==> src/rtl/mw_pkg.sv <==
package mw_pkg;

  typedef enum logic [3:0] {
    CMD_NONE  = 4'd0,
    CMD_EN    = 4'd1,
    CMD_DIS   = 4'd2,
    CMD_ERASE = 4'd3,
    CMD_WRITE = 4'd4,
    CMD_ERAL  = 4'd5,
    CMD_WRAL  = 4'd6,
    CMD_PEN   = 4'd7,
    CMD_PCLR  = 4'd8,
    CMD_PWR   = 4'd9,
    CMD_PDIS  = 4'd10,
    CMD_READ  = 4'd11,
    CMD_PREAD = 4'd12
  } cmd_e;

  typedef enum logic [1:0] {RX_IDLE, RX_HDR, RX_DATA, RX_DONE} rx_st_e;

  // opcode plus summary flags of the address field -> instruction
  function automatic cmd_e decode_cmd(input logic pre, input logic [1:0] op,
                                      input logic [1:0] top, input logic ones,
                                      input logic zeros);
    cmd_e c;
    c = CMD_NONE;
    if (!pre) begin
      case (op)
        2'b10: c = CMD_READ;
        2'b01: c = CMD_WRITE;
        2'b11: c = CMD_ERASE;
        default: begin
          case (top)
            2'b11:   c = CMD_EN;
            2'b10:   c = CMD_ERAL;
            2'b01:   c = CMD_WRAL;
            default: c = CMD_DIS;
          endcase
        end
      endcase
    end else begin
      case (op)
        2'b10: c = CMD_PREAD;
        2'b01: c = CMD_PWR;
        2'b11: c = ones ? CMD_PCLR : CMD_NONE;
        default: begin
          if (top == 2'b11)  c = CMD_PEN;
          else if (zeros)    c = CMD_PDIS;
          else               c = CMD_NONE;
        end
      endcase
    end
    return c;
  endfunction

  function automatic logic is_now(input cmd_e c);
    return (c == CMD_EN) || (c == CMD_DIS) || (c == CMD_PEN);
  endfunction

  function automatic logic has_data(input cmd_e c);
    return (c == CMD_WRITE) || (c == CMD_WRAL);
  endfunction

  function automatic logic is_commit(input cmd_e c);
    return (c == CMD_ERASE) || (c == CMD_WRITE) || (c == CMD_ERAL) ||
           (c == CMD_WRAL)  || (c == CMD_PCLR)  || (c == CMD_PWR)  ||
           (c == CMD_PDIS);
  endfunction

  function automatic int unsigned wrap_inc(input int unsigned a,
                                           input int unsigned words);
    return (a + 1 >= words) ? 0 : a + 1;
  endfunction

endpackage

==> src/rtl/mw_sync.sv <==
module mw_sync #(
  parameter int W      = 1,
  parameter int STAGES = 2
) (
  input  logic         clk,
  input  logic         rst_n,
  input  logic [W-1:0] d,
  output logic [W-1:0] q
);
  logic [W-1:0] chain [STAGES];

  always_ff @(posedge clk or negedge rst_n) begin
    if (!rst_n) chain[0] <= '0;
    else        chain[0] <= d;
  end

  for (genvar g = 1; g < STAGES; g++) begin : g_stage
    always_ff @(posedge clk or negedge rst_n) begin
      if (!rst_n) chain[g] <= '0;
      else        chain[g] <= chain[g-1];
    end
  end

  assign q = chain[STAGES-1];
endmodule

==> src/rtl/mw_rx.sv <==
module mw_rx import mw_pkg::*; #(
  parameter int ADDR_W = 8,
  parameter int DATA_W = 16
) (
  input  logic              clk,
  input  logic              rst_n,
  input  logic              rise,
  input  logic              cs_s,
  input  logic              cs_fall,
  input  logic              di_s,
  input  logic              pre_s,
  output logic              start_hit,
  output logic              hdr_done,
  output logic              data_done,
  output cmd_e              cmd_o,
  output logic [ADDR_W-1:0] addr_o,
  output logic [DATA_W-1:0] data_o,
  output rx_st_e            st_o
);
  localparam int OP_W    = 2;
  localparam int HDR_LEN = OP_W + ADDR_W;
  localparam int CNT_W   = $clog2(HDR_LEN + DATA_W + 1);

  rx_st_e             st;
  logic [CNT_W-1:0]   cnt;
  logic [HDR_LEN-1:0] hdr_sr;
  logic [HDR_LEN-1:0] hdr_nxt;
  logic [DATA_W-1:0]  dat_sr;
  cmd_e               cmd_q;
  cmd_e               cmd_now;

  assign hdr_nxt = {hdr_sr[HDR_LEN-2:0], di_s};
  assign cmd_now = decode_cmd(pre_s, hdr_nxt[HDR_LEN-1 -: OP_W],
                              hdr_nxt[ADDR_W-1 -: 2],
                              &hdr_nxt[ADDR_W-1:0], ~|hdr_nxt[ADDR_W-1:0]);

  always_ff @(posedge clk or negedge rst_n) begin
    if (!rst_n) begin
      st        <= RX_IDLE;
      cnt       <= '0;
      hdr_sr    <= '0;
      dat_sr    <= '0;
      cmd_q     <= CMD_NONE;
      start_hit <= 1'b0;
      hdr_done  <= 1'b0;
      data_done <= 1'b0;
    end else begin
      start_hit <= 1'b0;
      hdr_done  <= 1'b0;
      data_done <= 1'b0;
      if (cs_fall) begin
        st  <= RX_IDLE;
        cnt <= '0;
      end else if (rise && cs_s) begin
        case (st)
          RX_IDLE: if (di_s) begin
            st        <= RX_HDR;
            cnt       <= '0;
            start_hit <= 1'b1;
          end
          RX_HDR: begin
            hdr_sr <= hdr_nxt;
            if (cnt == CNT_W'(HDR_LEN - 1)) begin
              hdr_done <= 1'b1;
              cmd_q    <= cmd_now;
              cnt      <= '0;
              st       <= has_data(cmd_now) ? RX_DATA : RX_DONE;
            end else begin
              cnt <= cnt + 1'b1;
            end
          end
          RX_DATA: begin
            dat_sr <= {dat_sr[DATA_W-2:0], di_s};
            if (cnt == CNT_W'(DATA_W - 1)) begin
              data_done <= 1'b1;
              st        <= RX_DONE;
            end else begin
              cnt <= cnt + 1'b1;
            end
          end
          default: ;
        endcase
      end
    end
  end

  assign cmd_o  = cmd_q;
  assign addr_o = hdr_sr[ADDR_W-1:0];
  assign data_o = dat_sr;
  assign st_o   = st;
endmodule

==> src/rtl/mw_tx.sv <==
module mw_tx import mw_pkg::*; #(
  parameter int ADDR_W = 8,
  parameter int DATA_W = 16,
  parameter int WORDS  = 256
) (
  input  logic              clk,
  input  logic              rst_n,
  input  logic              rise,
  input  logic              cs_fall,
  input  logic              go_rd,
  input  logic              go_pr,
  input  logic [ADDR_W-1:0] start_addr,
  input  logic [DATA_W-1:0] rd_data_i,
  input  logic [ADDR_W-1:0] prot_i,
  output logic [ADDR_W-1:0] rd_addr_o,
  output logic              bit_o,
  output logic              act_o
);
  localparam int LEFT_W = $clog2(DATA_W);
  localparam int PAD    = DATA_W - ADDR_W;

  logic [DATA_W-1:0] sr;
  logic [DATA_W-1:0] word_in;
  logic [LEFT_W-1:0] left;
  logic              need_load;
  logic              is_pr;
  logic [ADDR_W-1:0] addr_next;

  assign word_in   = is_pr ? {prot_i, {PAD{1'b0}}} : rd_data_i;
  assign addr_next = ADDR_W'(wrap_inc(32'(rd_addr_o), 32'(WORDS)));

  always_ff @(posedge clk or negedge rst_n) begin
    if (!rst_n) begin
      act_o     <= 1'b0;
      bit_o     <= 1'b0;
      sr        <= '0;
      left      <= '0;
      need_load <= 1'b0;
      is_pr     <= 1'b0;
      rd_addr_o <= '0;
    end else if (cs_fall) begin
      act_o     <= 1'b0;
      need_load <= 1'b0;
    end else if (go_rd || go_pr) begin
      act_o     <= 1'b1;
      bit_o     <= 1'b0;
      need_load <= 1'b1;
      is_pr     <= go_pr;
      rd_addr_o <= start_addr;
    end else if (rise && act_o) begin
      if (need_load || left == '0) begin
        if (is_pr && !need_load) begin
          act_o <= 1'b0;
        end else begin
          bit_o     <= word_in[DATA_W-1];
          sr        <= {word_in[DATA_W-2:0], 1'b0};
          left      <= is_pr ? LEFT_W'(ADDR_W - 1) : LEFT_W'(DATA_W - 1);
          need_load <= 1'b0;
          if (!is_pr) rd_addr_o <= addr_next;
        end
      end else begin
        bit_o <= sr[DATA_W-1];
        sr    <= {sr[DATA_W-2:0], 1'b0};
        left  <= left - 1'b1;
      end
    end
  end
endmodule

==> src/rtl/mw_serial_front.sv <==
module mw_serial_front import mw_pkg::*; #(
  parameter int ADDR_W      = 8,
  parameter int DATA_W      = 16,
  parameter int WORDS       = 256,
  parameter int SYNC_STAGES = 2
) (
  input  logic              clk,
  input  logic              rst_n,
  input  logic              sclk_i,
  input  logic              cs_i,
  input  logic              di_i,
  input  logic              pre_i,
  input  logic              busy_i,
  input  logic [DATA_W-1:0] rd_data_i,
  input  logic [ADDR_W-1:0] prot_addr_i,
  output logic [ADDR_W-1:0] rd_addr_o,
  output logic              op_stb_o,
  output logic [3:0]        op_code_o,
  output logic [ADDR_W-1:0] op_addr_o,
  output logic [DATA_W-1:0] op_data_o,
  output logic              do_o,
  output logic              do_oe_o
);
  logic [3:0] pin_s;
  logic s_sclk, s_cs, s_di, s_pre;
  logic sclk_q, cs_q;
  logic sclk_rise, cs_fall;

  mw_sync #(.W(4), .STAGES(SYNC_STAGES)) u_sync (
    .clk(clk), .rst_n(rst_n),
    .d({sclk_i, cs_i, di_i, pre_i}), .q(pin_s)
  );
  assign {s_sclk, s_cs, s_di, s_pre} = pin_s;

  always_ff @(posedge clk or negedge rst_n) begin
    if (!rst_n) begin
      sclk_q <= 1'b0;
      cs_q   <= 1'b0;
    end else begin
      sclk_q <= s_sclk;
      cs_q   <= s_cs;
    end
  end

  // named events for the checker
  assign sclk_rise = s_sclk & ~sclk_q;
  assign cs_fall   = cs_q & ~s_cs;

  logic              start_hit, hdr_done, data_done;
  cmd_e              rx_cmd;
  logic [ADDR_W-1:0] rx_addr;
  logic [DATA_W-1:0] rx_data;
  rx_st_e            rx_st;

  mw_rx #(.ADDR_W(ADDR_W), .DATA_W(DATA_W)) u_rx (
    .clk(clk), .rst_n(rst_n), .rise(sclk_rise), .cs_s(s_cs),
    .cs_fall(cs_fall), .di_s(s_di), .pre_s(s_pre),
    .start_hit(start_hit), .hdr_done(hdr_done), .data_done(data_done),
    .cmd_o(rx_cmd), .addr_o(rx_addr), .data_o(rx_data), .st_o(rx_st)
  );

  logic go_rd, go_pr, tx_act, tx_bit;
  assign go_rd = hdr_done && (rx_cmd == CMD_READ);
  assign go_pr = hdr_done && (rx_cmd == CMD_PREAD);

  mw_tx #(.ADDR_W(ADDR_W), .DATA_W(DATA_W), .WORDS(WORDS)) u_tx (
    .clk(clk), .rst_n(rst_n), .rise(sclk_rise), .cs_fall(cs_fall),
    .go_rd(go_rd), .go_pr(go_pr), .start_addr(rx_addr),
    .rd_data_i(rd_data_i), .prot_i(prot_addr_i),
    .rd_addr_o(rd_addr_o), .bit_o(tx_bit), .act_o(tx_act)
  );

  logic              pend_vld;
  cmd_e              pend_cmd;
  logic [ADDR_W-1:0] pend_addr;
  logic [DATA_W-1:0] pend_data;
  logic              stat_arm;
  logic              stat_mode;
  logic              rx_loading;

  assign rx_loading = (rx_st == RX_HDR) || (rx_st == RX_DATA);

  always_ff @(posedge clk or negedge rst_n) begin
    if (!rst_n) begin
      op_stb_o  <= 1'b0;
      op_code_o <= '0;
      op_addr_o <= '0;
      op_data_o <= '0;
      pend_vld  <= 1'b0;
      pend_cmd  <= CMD_NONE;
      pend_addr <= '0;
      pend_data <= '0;
      stat_arm  <= 1'b0;
    end else begin
      op_stb_o <= 1'b0;
      if (hdr_done) begin
        pend_cmd  <= rx_cmd;
        pend_addr <= rx_addr;
        if (is_now(rx_cmd)) begin
          op_stb_o  <= 1'b1;
          op_code_o <= rx_cmd;
          op_addr_o <= rx_addr;
          op_data_o <= '0;
        end
        pend_vld <= is_commit(rx_cmd) && !has_data(rx_cmd);
      end
      if (data_done) begin
        pend_vld  <= 1'b1;
        pend_data <= rx_data;
      end
      if (start_hit) begin
        pend_vld <= 1'b0;
        stat_arm <= 1'b0;
      end
      if (cs_fall) begin
        pend_vld <= 1'b0;
        if (pend_vld && !rx_loading) begin
          op_stb_o  <= 1'b1;
          op_code_o <= pend_cmd;
          op_addr_o <= pend_addr;
          op_data_o <= has_data(pend_cmd) ? pend_data : '0;
          stat_arm  <= 1'b1;
        end
      end
    end
  end

  assign stat_mode = stat_arm & s_cs & ~tx_act;
  assign do_oe_o   = tx_act | stat_mode;
  assign do_o      = tx_act ? tx_bit : (stat_mode & ~busy_i);
endmodule

==> config.mk <==
export PLATFORM = sky130hd
export DESIGN_NAME = mw_serial_front
export DESIGN_NICKNAME = d
export VERILOG_FILES = /design/src/rtl/mw_pkg.sv /design/src/rtl/mw_sync.sv /design/src/rtl/mw_rx.sv /design/src/rtl/mw_tx.sv /design/src/rtl/mw_serial_front.sv
export SDC_FILE = /design/constraint.sdc
export NUM_CORES = 1
export LEC_CHECK = 0
export BUFFER_PORTS_ARGS = -buffer_cell sky130_fd_sc_hd__buf_2
export CAP_MARGIN = 25
export CORE_ASPECT_RATIO = 0.7
export CORE_UTILIZATION = 45
export CTS_CLUSTER_DIAMETER = 40
export DETAILED_ROUTE_END_ITERATION = 12
export GPL_TIMING_DRIVEN = 0
export PLACE_DENSITY = 0.76
export SETUP_SLACK_MARGIN = 0.05
export SYNTH_ARGS = -nofsm -noshare
export SYNTH_HDL_FRONTEND = slang
export SYNTH_SLANG_ARGS = --single-unit
==> constraint.sdc <==
create_clock -name clk -period 1.6 [get_ports clk]
set_input_delay 0.24 -clock clk [delete_from_list [all_inputs] [get_ports clk]]
set_output_delay 0.24 -clock clk [all_outputs]
set_load 0.005 [all_outputs]
# Word level (Yosys, flattened, before mapping)
# Index checks and enable logic that the tools add are counted.
# word_totals
regBits	140
inputBits	31
out_inout_bits	39
wordCells	209
# classes
addsub	3
magnitude_cmp	1
n_eq_ne	35
muxes	83
bitwise_logic	12
reduce_logical	47
# ops
cell	n
two-way mux 16 bit	8
two-way mux 8 bit	10
two-way mux 4 bit	11
two-way mux 1 bit	39
== test 4 x 3 -> 1 bit (second input constant)	8
two-way mux 5 bit	5
one-hot mux 4 bit (3 select lines)	2
== test 4 bit (second input constant)	5
one-hot mux 5 bit (3 select lines)	1
AND reduction 3 bit	5
logical OR 1 bit	14
!= test 3 x 2 -> 1 bit (second input constant)	4
AND reduction 4 bit	3
== test 2 bit (second input constant)	5
== test 5 x 4 -> 1 bit (second input constant)	2
two-way mux 2 bit	5
AND reduction 5 bit	2
adder 8 x 1 -> 9 bit (second input constant)	1
greater-or-equal comparator 9 bit (second input constant)	1
one-hot mux 3 bit (3 select lines)	1
nonzero test 3 bit	3
== test 4 x 2 -> 1 bit (second input constant)	2
AND reduction 8 bit	1
nonzero test 4 bit	2
other kinds (18)	41

# Longest topological paths before layout
# depth
ltp_word	12
depth_mapped	8

# Cells and area by module
# A second synthesis with hierarchy kept.
# hier_totals
cells_unflattened	590
area_unflattened_um2	6627.6
# by_module_without_submodules
module	n_inst	cells_each	area_per_inst_um2
mw_serial_front	1	219	2623.8
mw_rx	1	171	1931.9
mw_tx	1	188	1841.8
mw_sync	1	12	230.2

# Worst setup path after synthesis
# Ideal clock, no wire load.
# synth_path
path_kind	flip-flop to flip-flop
startpoint	register u_rx.st[0], in the netlist u_rx.st_o[0]
endpoint	register u_rx.cnt[3]
setup_ns	0.137
arrival_ns	1.633
slack_ns	-0.170
path_stages_with_launch	7
n_path_buf	1
period_less_slack_ns	1.770
cell_sequence	dfrtp_1 > ha_1 > clkbuf_1 > or3_1 > a41oi_2 > nand4b_1 > o221ai_1
# synth_via
elab_chain_cells	4
elab_cells_between_ends	10
classes_between	4 x eq/ne; 3 x mux; 3 x reduce/logical
# synth_rtl
item	line	source
from (decl)	mw_rx.sv:24	rx_st_e st;
from (signal assigned)	mw_rx.sv:67	st <= has_data(cmd_now) ? RX_DATA : RX_DONE;
== test 2 bit (tied with other cells)	mw_rx.sv:55	case (st)
one-hot mux 5 bit (3 select lines)	mw_rx.sv:55	
two-way mux 5 bit	mw_rx.sv:54	end else if (rise && cs_s) begin
two-way mux 5 bit	mw_rx.sv:51	if (cs_fall) begin
to (signal assigned)	mw_rx.sv:69	cnt <= cnt + 1'b1;
to (signal assigned)	mw_rx.sv:78	cnt <= cnt + 1'b1;
to (decl)	mw_rx.sv:25	logic [CNT_W-1:0] cnt;
# Parallel ways exist; a longest one is shown, timed or not. The select of a mux whose other input is x is not followed.
# A chain may end at the register's enable or synchronous reset.

# Worst setup path in the final report
# layout_path
startpoint	register u_rx.st[1], in the netlist u_rx.st_o[1]
endpoint	register u_rx.cnt[3]
# The elaborated chain is that of the path after synthesis.

==> summary.json <==
{
  "job": {
    "cap_viol_max_count": 0
  },
  "finish": {
    "filler_cell_count": 917,
    "layout-drive-gt1-share": 0.4858,
    "net_count_final": 772,
    "final_instance_count_without_filler_cells": 929,
    "areaGrowthSynthToFinish_pct": 40.66,
    "antennaDiodeCount": 0
  },
  "timing": {
    "unrepaired_setup_endpoints_after_global_routing": "true",
    "transition_time_of_the_tightest_slew_check_pin_ps": 672.9,
    "min_period_ps": 1850,
    "clock-skew-final_ps": 11.08,
    "slew_headroom": 0.5514,
    "final-setup-viol-count": 54,
    "report.final.hold_viol_count": 0,
    "finalMaxSlewViolations": 0,
    "max_freq_ghz": 0.5404,
    "postLayoutSetupSlackWorst_ps": -250.5,
    "period_share": 1.157,
    "finalSetupTns_ps": -7468
  },
  "critical_path": {
    "reg2reg_from": "u_rx.st_o[1]$_DFFE_PN0P_",
    "crit_path_start_kind": "register",
    "worst-endpoint-arrival_ps": 2130,
    "r2r_slack_ps": -250,
    "timing.rr.end": "u_rx.cnt[3]$_DFFE_PN0P_",
    "worst_r2r_path_depth": 6,
    "worst-path-max-fanout": 7,
    "criticalPathCategory": "reg2reg",
    "worst-endpoint-required_ps": 1880,
    "setup.worst_path.end_class": "register"
  },
  "synth": {
    "post_synth_net_total": 614,
    "async_flop_share": 1.000,
    "ys_seq_elements": 139,
    "syn-instance-count": 570,
    "synth_warnings": 0,
    "synth.cell_area_mm2": 0.006560,
    "cell_with_the_most_instances_after_synthesis": "sky130_fd_sc_hd__dfrtp_1",
    "synth.avg_cell_area_um2": 11.51,
    "synth.top_cells.by_area": "sky130_fd_sc_hd__dfrtp_1 (53%), sky130_fd_sc_hd__mux2_2 (8.8%), sky130_fd_sc_hd__o21ai_0 (3.0%), sky130_fd_sc_hd__mux2i_1 (2.9%), sky130_fd_sc_hd__a31oi_1 (2.8%)",
    "synth-main-ff-cell": "sky130_fd_sc_hd__dfrtp_1",
    "synth-edff-count": 0,
    "yosysTopAreaCellShare": 0.5302,
    "synth.cells.most_frequent": "sky130_fd_sc_hd__dfrtp_1 (139), sky130_fd_sc_hd__mux2_2 (51), sky130_fd_sc_hd__o21ai_0 (39)",
    "leading_area_contributor_after_synthesis": "sky130_fd_sc_hd__dfrtp_1",
    "ys_types": 69,
    "seq_area_frac_synth": 0.5302
  },
  "clock_tree": {
    "tritoncts": "done",
    "source_to_sink_clock_delay_at_the_later_pin_of_the_worst_skew_pair_ps": 420,
    "htree_levels": 4,
    "worst_setup_hold_path_clk_slew_ps": 60,
    "tritoncts_buffers": 17,
    "cts-root-to-sink-buffers": 2,
    "clock_sinks": 139,
    "cts_root_buf": "sky130_fd_sc_hd__clkbuf_16"
  },
  "global_route": {
    "grt_max_degree": 75,
    "grt_overflow_total": 0,
    "grt_pass1_wl_um": 27540,
    "grt_util_all_layers": 0.2376,
    "grt_antenna_before_repair": 0,
    "grt_pass1_vias": 5491
  },
  "min_path": {
    "hold_path.class": "in2reg",
    "hold_end": "u_tx.sr[7]$_DFFE_PN0P_",
    "depth_of_the_worst_hold_timing_path": 3,
    "hold_path.startpoint": "rd_data_i[6]"
  },
  "detailed_routing": {
    "detail_route.drc_violations": 0,
    "totalWireLength_um": 19270,
    "vias": 5624,
    "detailedRoute.firstIterationViolations": 579,
    "final_antenna_net_count": 0,
    "wire_per_inst_um": 20.75,
    "viasPerCell": 6.054,
    "dr.pass1.iters": 5
  },
  "die": {
    "die_height_um": 103.0,
    "floorplan.initialDensity": 0.4668,
    "chipWidth_um": 146.3,
    "placementRows": 36,
    "die-area_mm2": 0.01507,
    "design.portCount": 70,
    "core_mm2": 0.01405
  },
  "outcome": {
    "violations": "negative setup slack",
    "status": "complete, but fails checks"
  },
  "placement": {
    "place.detailed.hpwl_um": 10260,
    "port_buffers": 69,
    "dp_cells": 830,
    "place.gp.congestion": 0.8250
  },
  "power": {
    "fin_total_pwr_w": 0.008535,
    "power.static_leakage_nw": 4.331,
    "powerDensity_mw_per_mm2": 925.0,
    "vdd_ir_drop_max_mv": 0.5591
  }
}
worst max-delay path, stage by stage, from the launching register on:
cell                       delay [ps]
sky130_fd_sc_hd__dfrtp_1          430
sky130_fd_sc_hd__inv_2            100
sky130_fd_sc_hd__ha_4             220
sky130_fd_sc_hd__or3_1            350
sky130_fd_sc_hd__a41oi_2          190
sky130_fd_sc_hd__nand4b_1         250
sky130_fd_sc_hd__o221ai_1         160
layout by cell type, fill, tap and decap left out, types with 16 or more instances in the layout:
master                      netlist  final
sky130_fd_sc_hd__nor2_1          21     18
sky130_fd_sc_hd__clkbuf_16        0     18
sky130_fd_sc_hd__nand2_1         28     23
sky130_fd_sc_hd__a31oi_1         29     24
sky130_fd_sc_hd__dfrtp_1        139    134
sky130_fd_sc_hd__buf_4            5     48
sky130_fd_sc_hd__inv_1           23     17
sky130_fd_sc_hd__buf_6            2     33
sky130_fd_sc_hd__nand3_1         24     19
sky130_fd_sc_hd__mux2_2          51     49
sky130_fd_sc_hd__mux2i_1         19     16
sky130_fd_sc_hd__a22o_1          17     17
sky130_fd_sc_hd__buf_2           13     72
cells by family (layout without fill, tap and decap cells):
group,after synthesis,in the layout,synth area share
AO/OA/AOI/OAI,147,147,0.1533
XOR/XNOR,1,1,0.002480
adder cells (fa/ha/maj),13,13,0.02480
buffers and inverters,58,227,0.04082
flip-flops,139,139,0.5302
multiplexers,75,75,0.1280
AND/OR/NAND/NOR,137,137,0.1204
per-layer routing:
metal	vias to the layer above	track usage	wire length (um)
met5	-	0	0
met4	0	0.1138	588
met3	54	0.05885	1279
met2	285	0.3883	9415
met1	2857	0.3014	7991
li1	2428	-	-
stage by stage:
step,cell area [um2],hold WS [ps],utilization,worst slack [ps]
4_1_cts,8836,97.89,0.6287,-166.9
2_1_floorplan,6679,-55.59,-,-102.8
6_report,9228,99.94,0.6566,-250.5
3_3_place_gp,7262,334.5,0.5167,-1543
5_1_grt,9228,105.8,0.6566,-304.6
3_5_place_dp,7296,280.2,0.5191,-461.0
what timing repair did:
| item | CTS | global route |
|---|---|---|
| cloned | 5 | 1 |
| endpoints found under the setup margin | 92 | 89 |
| hold buffers | 5 | 0 |
| endpoints found under the hold margin | 69 | 0 |
| gates resized for setup | 128 | 75 |
| pin swaps | 49 | 32 |
| setup buffers | 44 | 18 |
how the worst max path moves through the flow:
stage / start / end
after floorplan: u_rx.st_o[0]$_DFFE_PN0P_ / u_rx.cnt[3]$_DFFE_PN0P_
after global placement: rst_n / op_data_o[1]$_DFF_PN0_
after detailed placement: u_rx.st_o[0]$_DFFE_PN0P_ / op_data_o[11]$_DFF_PN0_
after CTS: u_rx.st_o[1]$_DFFE_PN0P_ / u_rx.cnt[3]$_DFFE_PN0P_
after global routing: u_rx.st_o[0]$_DFFE_PN0P_ / u_rx.cnt[3]$_DFFE_PN0P_
final: u_rx.st_o[1]$_DFFE_PN0P_ / u_rx.cnt[3]$_DFFE_PN0P_
layout make-up:
| class | instances | area [um2] | share of cell area |
|---|---|---|---|
| tap | 190 | 237.7 | 0.02576 |
| buffer | 32 | 281.5 | 0.03051 |
| timing repair buffer | 142 | 1076 | 0.1166 |
| clock buffer | 17 | 425.4 | 0.04610 |
| sequential | 139 | 3485 | 0.3776 |
| clock inverter | 13 | 225.2 | 0.02441 |
| inverter | 23 | 93.84 | 0.01017 |
| multi-input combinational | 373 | 3403 | 0.3688 |
power by group:
part	switching, W	leakage [nW]	internal [W]
Combinational	0.000254	2.17	0.000217
Sequential	0.0000919	1.86	0.00356
Clock	0.00152	0.307	0.00289
Total	0.00186	4.33	0.00667
state kept, by name, summed over array words and instances (netlist names), 2 cells and up:
signal / count
op_data_o: 16
u_rx.cmd_o: 4
pend_addr: 8
u_sync.q: 4
u_rx.cnt: 5
u_rx.st_o: 2
op_addr_o: 8
u_tx.rd_addr_o: 8
u_rx.hdr_sr: 9
u_sync.chain: 4
pend_cmd: 4
pend_data: 16
u_tx.left: 4
u_rx.data_o: 16
op_code_o: 4
u_tx.sr: 15
(Power assumes the default switching activity.)
